==> src/rtl/recog_pkg.sv <==
package recog_pkg;
  localparam int PHASE_W = 2;

  // Idle phase code: both bits low.
  localparam logic [PHASE_W-1:0] PHASE_IDLE = '0;

  function automatic logic phase_ok(input logic [PHASE_W-1:0] ph);
    return ph == PHASE_IDLE;
  endfunction
endpackage

==> src/rtl/recog_sync.sv <==
module recog_sync #(
  parameter int W      = 19,
  parameter int STAGES = 2
) (
  input  logic         clk,
  input  logic         rst,
  input  logic [W-1:0] d,
  output logic [W-1:0] q
);
  logic [W-1:0] st [STAGES];

  always_ff @(posedge clk) begin
    if (rst) begin
      for (int i = 0; i < STAGES; i++) st[i] <= '0;
    end else begin
      st[0] <= d;
      for (int i = 1; i < STAGES; i++) st[i] <= st[i-1];
    end
  end

  assign q = st[STAGES-1];
endmodule

==> src/rtl/recog_cmp.sv <==
module recog_cmp
  import recog_pkg::*;
#(
  parameter int                ADDR_W     = 16,
  parameter int                DC_BITS    = 2,
  parameter logic [ADDR_W-1:0] MATCH_BASE = 16'hFF84
) (
  input  logic [ADDR_W-1:0]  addr,
  input  logic               qual_n,
  input  logic [PHASE_W-1:0] phase,
  output logic               raw_hit
);
  localparam int CMP_W = ADDR_W - DC_BITS;
  localparam logic [CMP_W-1:0] PATTERN = MATCH_BASE[ADDR_W-1:DC_BITS];

  logic addr_eq;
  assign addr_eq = addr[ADDR_W-1:DC_BITS] == PATTERN;
  assign raw_hit = addr_eq & qual_n & phase_ok(phase);
endmodule

==> src/rtl/recog_rise_delay.sv <==
module recog_rise_delay #(
  parameter int SETTLE_CYC = 4
) (
  input  logic clk,
  input  logic rst,
  input  logic hit_in,
  output logic hit_out
);
  localparam int CW = $clog2(SETTLE_CYC + 1);
  localparam logic [CW-1:0] LIMIT = CW'(SETTLE_CYC);

  logic [CW-1:0] cnt;

  always_ff @(posedge clk) begin
    if (rst || !hit_in) cnt <= '0;
    else if (cnt != LIMIT) cnt <= cnt + 1'b1;
  end

  // Rising edge waits for the count; falling edge follows hit_in at once.
  assign hit_out = hit_in & (cnt == LIMIT);
endmodule

==> src/rtl/bus_slave_recog.sv <==
module bus_slave_recog
  import recog_pkg::*;
#(
  parameter int                ADDR_W      = 16,
  parameter int                DC_BITS     = 2,
  parameter logic [ADDR_W-1:0] MATCH_BASE  = 16'hFF84,
  parameter int                SETTLE_CYC  = 4,
  parameter int                SYNC_STAGES = 2
) (
  input  logic               clk,
  input  logic               rst,
  input  logic [ADDR_W-1:0]  bus_addr,
  input  logic               half_cyc_n,
  input  logic [PHASE_W-1:0] bus_phase,
  output logic               recog_n
);
  localparam int BUNDLE_W = ADDR_W + 1 + PHASE_W;

  logic [BUNDLE_W-1:0] bundle_raw, bundle_sync;
  logic [ADDR_W-1:0]   s_addr;
  logic                s_qual_n;
  logic [PHASE_W-1:0]  s_phase;
  logic                raw_hit, settled_hit;

  assign bundle_raw = {bus_addr, half_cyc_n, bus_phase};

  recog_sync #(.W(BUNDLE_W), .STAGES(SYNC_STAGES)) u_sync (
    .clk(clk), .rst(rst), .d(bundle_raw), .q(bundle_sync)
  );

  assign {s_addr, s_qual_n, s_phase} = bundle_sync;

  recog_cmp #(.ADDR_W(ADDR_W), .DC_BITS(DC_BITS), .MATCH_BASE(MATCH_BASE)) u_cmp (
    .addr(s_addr), .qual_n(s_qual_n), .phase(s_phase), .raw_hit(raw_hit)
  );

  recog_rise_delay #(.SETTLE_CYC(SETTLE_CYC)) u_dly (
    .clk(clk), .rst(rst), .hit_in(raw_hit), .hit_out(settled_hit)
  );

  assign recog_n = ~settled_hit;
endmodule

==> config.mk <==
export PLATFORM = sky130hd
export DESIGN_NAME = bus_slave_recog
export DESIGN_NICKNAME = d
export VERILOG_FILES = /design/src/rtl/recog_pkg.sv /design/src/rtl/recog_sync.sv /design/src/rtl/recog_cmp.sv /design/src/rtl/recog_rise_delay.sv /design/src/rtl/bus_slave_recog.sv
export SDC_FILE = /design/constraint.sdc
export NUM_CORES = 1
export LEC_CHECK = 0
export CAP_MARGIN = 20
export CORE_MARGIN = 2
export CORE_UTILIZATION = 55
export DETAILED_ROUTE_END_ITERATION = 10
export DONT_BUFFER_PORTS = 1
export PLACE_DENSITY = 0.7
export SETUP_SLACK_MARGIN = 0.1
export SLEW_MARGIN = 20
export SYNTH_ARGS = -nofsm -noshare
export SYNTH_HDL_FRONTEND = slang
export SYNTH_SLANG_ARGS = --single-unit
==> constraint.sdc <==
create_clock -name clk -period 1.6 [get_ports clk]
set_input_delay 0.08 -clock clk [delete_from_list [all_inputs] [get_ports clk]]
set_output_delay 0.08 -clock clk [all_outputs]
set_load 0.005 [all_outputs]
; After elaboration in Yosys (flattened, before gate mapping)
; Memories as Yosys holds them, arrays and structs flattened.
; Index checks and enable logic that the tools add are counted.
[classes]
addsub = 1
n_mux = 5
n_eq_ne = 3
bitwise_logic = 6
n_reduce_logical = 3
[op_table]
columns = operator, count
row1 = $mux 19, 2
row2 = $eq 14x14->1 const B, 1
row3 = $add 3x1->3 const B, 1
row4 = $and 1x1->1, 3
row5 = $eq 3x3->1 const B, 1
row6 = $mux 1, 3
row7 = $ne 3x3->1 const B, 1
row8 = $logic_not 2->1, 1
row9 = $or 1x1->1, 2
row10 = $logic_not 1->1, 1
row11 = $logic_or 1x1->1, 1
row12 = $not 1->1, 1
[word_totals]
wordCells = 20
input_bits = 21
mem_bits_rw = 38
n_memories = 1
out_inout_bits = 1
ff_bits = 3
[memory_table]
columns = memory, depth, word_bits, read_ports, rd_clocked_by_memory_dff, wr, line
row1 = u_sync.st, 2, 19, 2, 0, 2, recog_sync.sv:10  ; logic [W-1:0] st [STAGES];

; Longest topological paths before layout
[logic_depth]
depth_word = 5
ltp_mapped = 5
mapped_depth_nobuf = 5

; By module
; A second synthesis with hierarchy kept.
[hier_totals]
hier_cells = 124
hier_area_um2 = 1576.5
[modules_own_cells]
columns = module, cells_each, seq_area_each_um2, n_inst, area_per_inst_um2
row1 = recog_sync, 99, 760.7, 1, 1355.0
row2 = recog_rise_delay, 18, 60.1, 1, 166.4
row3 = recog_cmp, 6, 0.0, 1, 51.3
row4 = bus_slave_recog, 1, 0.0, 1, 3.8

; Worst setup path before layout
; Ideal clock, no wire load.
[synth_path]
path_type = register to output
from = memory u_sync.st[1][0], in the netlist u_sync.st[0][19]
to = output recog_n
stages_incl_launch_ff = 4
slack_ps = 184
required_time_ps = 1520
path_buffers = 0
arrival_ps = 1336
cell_sequence = dfxtp_1 nand4b_1 or4_4 or3_1
[synth_rtl]
columns = element, line
row1 = from (decl), recog_sync.sv:10
row2 = to (decl), bus_slave_recog.sv:15  ; output logic recog_n

==> metrics.md <==
| Metric | Value |
|---|---|
| Global Route Usage Sum | `around 15%` |
| Final worst path period share | `107%` |
| Layout net count | `140` |
| Die width | `a little under 50 µm` |
| Hold path depth | `2` |
| CTS tree | `done` |
| DR DRC count | `0` |
| GR Layer Usage met3 | `roughly 7.7%` |
| Post-synthesis average cell area | `~12 µm²` |
| Dpl cell area | `between 1000 and 1500 µm²` |
| GR peak layer | `met2` |
| Reg-to-reg endpoint | `u_dly.cnt[2]` |
| Leak | `around 0.53 nW` |
| Setup total negative slack | `-0.112 ns` |
| F_max | `0.584 GHz` |
| Non-filler cells, final | `roughly 140` |
| Clk slew on worst S/H paths | `approximately 0.09 ns` |
| Final hold slack | `between 0.2 and 0.25 ns` |
| Peak VDD IR | `approximately 1.0 mV` |
| Final setup margin | `-0.112 ns` |
| Min cycle time layout | `~1.7 ns` |
| Top Ports | `22` |
| RSZ-0062 raised after global routing | `yes` |
| Clk root buf | `clkbuf_4` |
| Avg WL per Cell | `between 10 and 15 µm` |
| Largest net degree at the start of global routing | `37` |
| FF-to-FF setup slack | `0.28 ns` |
| Status | `finished, violations left` |
| Hold WC Path Type | `input pin to flip-flop` |
| Detail Route Antenna Nets | `0` |
| Worst Hold Path EP | `u_sync.st[0][31]` |
| Total grt overflow | `0` |
| Pre-CTS WS | `0.128 ns` |
| Final core utilization | `a little under three quarters` |
| Commonest non-fill, non-tap cells in the layout | `37 x dfxtp_1, 34 x nor2b_1, 17 x dlygate4sd3_1` |
| Clock Skew | `approximately 0.0048 ns` |
| Met2 Usage GRT | `between 20% and 30%` |
| Fin. max-slew vios | `0` |
| Syn_nets | `about 120` |
| Post-DP HPWL | `842 µm` |
| Synth Warn # | `0` |
| R2R depth | `3` |
| GPL Wtd Cong | `~0.65` |
| Worst EP required | `approximately 1.5 ns` |
| Startpoint Class | `flip-flop` |
| Die Height | `49.0 µm` |
| H-tree depth reported by CTS | `2` |
| Mapped Cells | `95` |
| I/O Buffers | `0` |
| Final Instance Area | `around 1400 µm²` |
| Worst setup EP type | `output port` |
| TritonCTS Buffers | `5` |
| Routed vias | `between 600 and 700` |
| RR Startpoint | `u_sync.st[0][19]` |
| Clock Latency Late Sink | `around 0.31 ns` |
| Synth cell types | `18` |
| Final hold vios | `0` |
| Die area | `around 2400 µm²` |
| Clock buffer depth | `2` |
| Via density per instance | `between 4 and 5` |
| Vias in the first global route | `633` |
| Antenna Cells | `0` |
| Number of DRC markers in iteration 0 | `2` |
| Crit path DAT | `~1.6 ns` |
| Cells after DPL | `about 120` |
| Hold Crit Start | `rst` |
| Crit path max fanout | `4` |
| PwrDens | `1090 nW/µm²` |
| Pre-antenna DRT Iters | `2` |
| Clock sinks | `37` |
| Power, Total | `1.50 mW` |
| Initial core utilization | `between 50% and 60%` |
| #FFs+latches synth | `37` |
| Max Cap Violations | `0` |
| Setup CP Type | `flip-flop to output port` |
| # rows | `16` |
| Commonest non-fill, non-tap cell in the layout | `dfxtp_1` |
| Synthesized area | `1110 µm²` |
| Share of layout cells above drive strength 1 | `between 8 and 9%` |
| First-pass GRT wire length | `2660 µm` |
| Initial antenna violation count | `0` |
| Slew @ Worst Pin | `between 0.5 and 0.6 ns` |
| Core Area | `around 1900 µm²` |
| Finish-stage setup viols | `1` |
| Failing checks | `negative setup slack` |
| GR Util met1 | `between 15 and 20%` |
| Max transition margin | `63.1%` |
| P&R area growth vs syn | `23.7%` |
| Drt total wl | `1540 µm` |
| Seq/Total Area, Yosys | `about two thirds` |
-- area by class of cell --
type | instances | area (µm²)
sequential | 37 | 741
inverter | 2 | 7.51
fill | 144 | 566
clock buffer | 7 | 55.1
tap | 27 | 33.8
timing repair buffer | 18 | 175
multi-input combinational | 53 | 364
-- cell families (layout without fill, tap and decap cells) --
group           count (synthesis)  after routing  share of synthesized area, %
fa+ha+maj                       2              2                          2.25
xor+xnor                        1              1                         0.788
flops                          37             37                          66.6
mux                             1              1                         0.900
compound gates                  1              1                         0.450
simple gates                   48             48                          27.3
buf+inv                         5             27                          1.69
-- metal layers --
layer / part of all wire, % / routed length (µm) / vias to the layer above
met4: 0.39 / 6 / 0
met3: 5.3 / 82 / 2
met5: 0 / 0 / -
li1: - / - / 345
met1: 42 / 642 / 285
met2: 53 / 811 / 19
-- critical path, stage by stage, from the launching register on --
cell	delay, ns
dfxtp_1	0.31
nand4b_1	0.15
or4_4	0.51
or3_4	0.35
-- registers in the layout (all words and copies together), names as in the netlist --
register	count
u_sync.st	34
u_dly.cnt	3
-- where the power goes --
part / switching, mW / leakage [nW] / internal, mW
sequential: 0.00889 / 0.306 / 0.960
combinational: 0.0259 / 0.192 / 0.0505
clock: 0.249 / 0.0314 / 0.207
total: 0.283 / 0.529 / 1.22
-- Yosys cell counts, drive strengths merged --
master	instances	area, µm²
dfxtp	37	741
inv	2	7.51
nor4	1	6.26
nand4	1	6.26
xnor2	1	8.76
nor2b	34	213
nor4b	1	8.76
nor3	2	10.0
ha	2	25.0
or3	1	6.26
nand2	3	11.3
mux2i	1	10.0
nor3b	1	7.51
nand4b	1	8.76
o21ai	1	5.00
nand3b	2	15.0
clkbuf	3	11.3
or4	1	11.3
-- how the worst max path moves through the flow --
stage,to,depth (start not counted),start,slack [ns]
after CTS,recog_n,3,u_sync.st[0][19],-0.14
after global routing,recog_n,3,u_sync.st[0][19],-0.19
after global placement,recog_n,3,u_sync.st[0][19],0.16
after floorplan,recog_n,3,u_sync.st[0][19],0.18
final,recog_n,3,u_sync.st[0][19],-0.11
after detailed placement,recog_n,3,u_sync.st[0][19],0.13
-- timing repair --
item / 4_1_cts / 5_1_grt
endpoints found under the hold margin: 37 / 0
pin swaps: 2 / 0
buffers inserted: 0 / 0
resized for setup: 1 / 1
endpoints found under the setup margin: 1 / 1
hold buffers: 18 / 0
Note: power is estimated with default switching activity, not from simulation.
